## config.mk

```make
export PLATFORM = sky130hd
export DESIGN_NAME = instr_cycle_timer
export DESIGN_NICKNAME = d
export VERILOG_FILES = /design/src/rtl/instr_cycle_timer_pkg.sv /design/src/rtl/ict_cfg_latch.sv /design/src/rtl/ict_phase_ctr.sv /design/src/rtl/ict_stall_ctl.sv /design/src/rtl/instr_cycle_timer.sv
export SDC_FILE = /design/constraint.sdc
export NUM_CORES = 1
export LEC_CHECK = 0
export BUFFER_PORTS_ARGS = -buffer_cell sky130_fd_sc_hd__clkbuf_2
export CORE_AREA = 2 2 39 41
export DETAILED_ROUTE_END_ITERATION = 8
export DIE_AREA = 0 0 41 43
export GPL_TIMING_DRIVEN = 0
export SYNTH_ARGS = -nofsm -noshare
export SYNTH_HDL_FRONTEND = slang
export SYNTH_SLANG_ARGS = --single-unit
```

## constraint.sdc

```tcl
create_clock -name clk_i -period 1.6 [get_ports clk_i]
set_input_delay 0.16 -clock clk_i [delete_from_list [all_inputs] [get_ports clk_i]]
set_output_delay 0.16 -clock clk_i [all_outputs]
set_load 0.05 [all_outputs]
```

## src/rtl/instr_cycle_timer_pkg.sv

```systemverilog
package instr_cycle_timer_pkg;
  localparam int FAST_LEN  = 2;
  localparam int SLOW_LEN  = 4;
  localparam int PHW       = $clog2(SLOW_LEN);
  localparam int NUM_FLAGS = 5;

  typedef logic [PHW-1:0] phase_t;

  localparam phase_t FAST_LAST = phase_t'(FAST_LEN - 1);
  localparam phase_t SLOW_LAST = phase_t'(SLOW_LEN - 1);
endpackage

```

## src/rtl/ict_cfg_latch.sv

```systemverilog
module ict_cfg_latch (
  input  logic clk_i,
  input  logic rst_ni,
  input  logic cfg_i,
  output logic slow_o,
  output logic run_o
);
  logic slow_q, run_q;

  // capture once, on the first clock out of reset
  always_ff @(posedge clk_i or negedge rst_ni) begin
    if (!rst_ni) begin
      slow_q <= 1'b0;
      run_q  <= 1'b0;
    end else if (!run_q) begin
      slow_q <= cfg_i;
      run_q  <= 1'b1;
    end
  end

  assign slow_o = slow_q;
  assign run_o  = run_q;
endmodule

```

## src/rtl/ict_phase_ctr.sv

```systemverilog
module ict_phase_ctr
  import instr_cycle_timer_pkg::*;
(
  input  logic   clk_i,
  input  logic   rst_ni,
  input  logic   run_i,
  input  logic   slow_i,
  output phase_t phase_o,
  output logic   first_o,
  output logic   last_o
);
  phase_t phase_q;
  phase_t last_val;

  assign last_val = slow_i ? SLOW_LAST : FAST_LAST;
  assign last_o   = run_i && (phase_q == last_val);
  assign first_o  = run_i && (phase_q == '0);

  always_ff @(posedge clk_i or negedge rst_ni) begin
    if (!rst_ni)     phase_q <= '0;
    else if (last_o) phase_q <= '0;
    else if (run_i)  phase_q <= phase_q + 1'b1;
  end

  assign phase_o = phase_q;
endmodule

```

## src/rtl/ict_stall_ctl.sv

```systemverilog
module ict_stall_ctl
  import instr_cycle_timer_pkg::*;
(
  input  logic                 clk_i,
  input  logic                 rst_ni,
  input  logic                 first_i,
  input  logic                 last_i,
  input  logic [NUM_FLAGS-1:0] flags_i,
  output logic                 stall_o
);
  logic pend_q, stall_q;

  always_ff @(posedge clk_i or negedge rst_ni) begin
    if (!rst_ni) begin
      pend_q  <= 1'b0;
      stall_q <= 1'b0;
    end else begin
      if (first_i && !stall_q) pend_q <= |flags_i;
      else if (last_i)         pend_q <= 1'b0;
      if (last_i)              stall_q <= stall_q ? 1'b0 : pend_q;
    end
  end

  assign stall_o = stall_q;
endmodule

```

## src/rtl/instr_cycle_timer.sv

```systemverilog
module instr_cycle_timer
  import instr_cycle_timer_pkg::*;
(
  input  logic           clk_i,
  input  logic           rst_ni,
  input  logic           cyc4_cfg_i,
  input  logic           jmp_i,
  input  logic           call_i,
  input  logic           ret_i,
  input  logic           skip_i,
  input  logic           pc_wr_i,
  output logic [PHW-1:0] phase_o,
  output logic           fetch_en_o,
  output logic           stall_o,
  output logic           tmr_en_o
);
  logic                 cfg_slow, run_en;
  logic                 ph_first, ph_last;
  logic [NUM_FLAGS-1:0] flags;

  assign flags = {pc_wr_i, skip_i, ret_i, call_i, jmp_i};

  ict_cfg_latch u_cfg (
    .clk_i  (clk_i),
    .rst_ni (rst_ni),
    .cfg_i  (cyc4_cfg_i),
    .slow_o (cfg_slow),
    .run_o  (run_en)
  );

  ict_phase_ctr u_phase (
    .clk_i   (clk_i),
    .rst_ni  (rst_ni),
    .run_i   (run_en),
    .slow_i  (cfg_slow),
    .phase_o (phase_o),
    .first_o (ph_first),
    .last_o  (ph_last)
  );

  ict_stall_ctl u_stall (
    .clk_i   (clk_i),
    .rst_ni  (rst_ni),
    .first_i (ph_first),
    .last_i  (ph_last),
    .flags_i (flags),
    .stall_o (stall_o)
  );

  assign tmr_en_o   = ph_last;
  assign fetch_en_o = ph_last && !stall_o;
endmodule

```

==> results.cfg <==
[setup_path]
required_ns = 1.44
reg2reg_depth = 4
crit_arrival_ns = 1.36
criticalPathCategory = register to output pin
slowest_delay_ns = 0.43
worst_path_max_delay_cell = dfrtp_2
critPathLaunchType = register
worstPathCellList = xnor2_2, and3_1, buf_6, nor2b_4, buf_8
crit_start = u_phase.phase_o[1]
reg2reg_slack_ns = 0.34
worstSetupEndpointType = output pin
r2r-end = u_stall.stall_o
cp_max_fo = 5
reg2reg_from = u_phase.phase_o[1]

[run_status]
status = finished clean

[logic_synthesis]
seq_area_frac_synth_pct = 51.7
syn_area_um2 = 290
synth.most_common_cell = dfrtp_1
synth-seq-cells = 6
syn_inst = 25
synthTopCellsByCount = dfrtp_1, inv_1, nor2_1, nor2b_1
synth_top_area_share_pct = 51.7
synth_edf_count = 0
ys_warn_count = 0
yosys_most_used_dff = dfrtp_1
yosysUniqueCellTypes = 17
synthTopCellsByArea = dfrtp_1, mux2_4, ha_1, nor2b_1, buf_6
synthArstFlopShare_pct = 100
yosys.area.top_type = dfrtp_1
syn-mean-instance-area_um2 = 11.6
synth_nets = 34

[routing]
drc_errors = 0
dr.pass1.iters = 1
final_antenna_net_count = 0
postRouteWirelength_um = 483
drt-initial-drc-count = 0
routedWlPerCell_um = 8.19
vias = 227
via_per_inst = 3.85

[sta]
hold_viol = 0
setup_viol = 0
period_needed_ns = 1.52
finalCritPeriodShare_pct = 95.3
finClkSkew_ns = 0.00604
maxSlewViolCount = 0
fmax_mhz = 656
rsz0062_at_grt = false
tns_ns = 0

[final_layout]
n_antenna_cell = 0
n_fill_cell = 147
drive_gt1_share_pct = 51.2
layout.nets = 53
areaGrowthSynthToFinish_pct = 51.7

[die]
io_pins = 13
die_w_um = 41
die_area_um2 = 1760
rows = 14
start_util_pct = 21.0
coreArea_um2 = 1380
fp.dieH_um = 43

[power]
p_int_w = 0.000485
comb_power_share_pct = 53.0
p_clk_share_pct = 16.8
power.leakage_nw = 0.227
pwr_density_cell_nw_per_um2 = 1970
finalPower_w = 0.000869
switchingPower_w = 0.000384
switching_share_pct = 44.2
vdd_drop_max_uv = 458
seqPwrFrac_pct = 30.2

[hold_path]
hp-start = cyc4_cfg_i
min_path_type = input pin to register
holdPathEnd = u_cfg.slow_o
hold_depth = 2

[clock_tree]
numCtsBuffers = 3
htreeDepth = 1
cts.sinks = 6
cts-root-buf = clkbuf_4
cts.path.max_buffers = 2
cts_tree = yes
cts.clk_slew.worst_paths_ns = 0.05
clk_latency_ns = 0.24

[grt]
grt_use_met2_pct = 10.3
use_met1_pct = 6.29
grt_pass1_vias = 222
antenna_found_initial = 0
grt_pass1_wl_um = 759
grt_use_met3_pct = 3.14
grt_max_degree = 7
busiest_layer = met2
grt.overflow.total = 0
track_usage_pct = 7.09

[flow_run]
maxCapViolCount = 0

[placed_design]
place_congestion = 0.623
io_buffers = 12
hpwl_um = 397
[power groups by stage]
stage	logic, W	clock network [W]	registers, W
after floorplan	0.000208	0	0.000382
final	0.000461	0.000146	0.000262
after CTS	0.000431	0.000156	0.000260
after detailed placement	0.000416	0	0.000263
after global routing	0.000490	0.000166	0.000268
after global placement	0.000411	0	0.000262
[layout by cell type (no fill, tap or decap), types with 2 or more instances in the layout]
master / netlist / final
nor2_1: 2 / 2
dfrtp_1: 6 / 5
inv_1: 2 / 2
clkbuf_2: 0 / 11
clkbuf_4: 0 / 3
[stage by stage]
stage,setup WS [ns],hold WS (ns),util (%),cell area (um2),instances
2_1_floorplan,0.0297,-0.136,-,299,25
6_report,0.0758,0.161,31.8,440,59
5_1_grt,0.0160,0.154,31.8,440,59
4_1_cts,0.0192,0.157,30.7,424,58
3_3_place_gp,0.205,-0.00981,27.4,379,53
3_5_place_dp,0.205,-0.00761,27.4,379,53
[timing repair]
item / in CTS / in global routing
gates cloned: 0 / 0
resized for setup: 2 / 2
hold endpoints to repair: 6 / 0
buffers inserted: 0 / 1
pin swaps: 0 / 2
endpoints found under the setup margin: 1 / 2
hold buffers: 1 / 0
[how the worst max path moves through the flow]
stage,end,slack [ns]
finish,fetch_en_o,0.08
global route,fetch_en_o,0.02
CTS,fetch_en_o,0.02
detailed placement,fetch_en_o,0.20
global placement,fetch_en_o,0.21
floorplan,fetch_en_o,0.03
[sequential cells by signal, summed over array words and instances, names as in the netlist]
| name | count |
|---|---|
| u_cfg.slow_o | 1 |
| u_cfg.run_o | 1 |
| u_stall.pend_q | 1 |
| u_phase.phase_o | 2 |
| u_stall.stall_o | 1 |
[logic make-up after synthesis]
| logic type | Yosys count | synth area share, % |
|---|---|---|
| xor+xnor | 2 | 6.04 |
| compound gates | 1 | 2.16 |
| flops | 6 | 51.7 |
| other cells | 1 | 1.29 |
| buf+inv | 3 | 6.47 |
| fa+ha+maj | 1 | 4.31 |
| simple gates | 8 | 15.5 |
| mux | 3 | 12.5 |
[worst max-delay path: cells and delay by family (launching register included)]
kind,cells,cell delay (ns)
and+or+nand+nor,2,0.31
buffers and inverters,2,0.27
xor gates and xnor gates,1,0.12
DFF,1,0.43
[layout make-up]
type | instances | area, um2 | area share (%)
Multi-Input combinational cell | 16 | 136 | 31.0
Timing Repair Buffer | 14 | 87.6 | 19.9
Inverter | 2 | 7.51 | 1.70
Buffer | 1 | 11.3 | 2.56
Tap cell | 16 | 20.0 | 4.55
Sequential cell | 6 | 151 | 34.4
Clock buffer | 4 | 26.3 | 5.97
[layer usage]
metal  routed length [um]  up-vias  share of wire, %
met5                    0        -                 0
met1                  184      106                38
met3                   19        2               3.9
met4                   10        0               2.1
li1                     -      116                 -
met2                  269        3                56
Power figures use the tool's default switching activity.
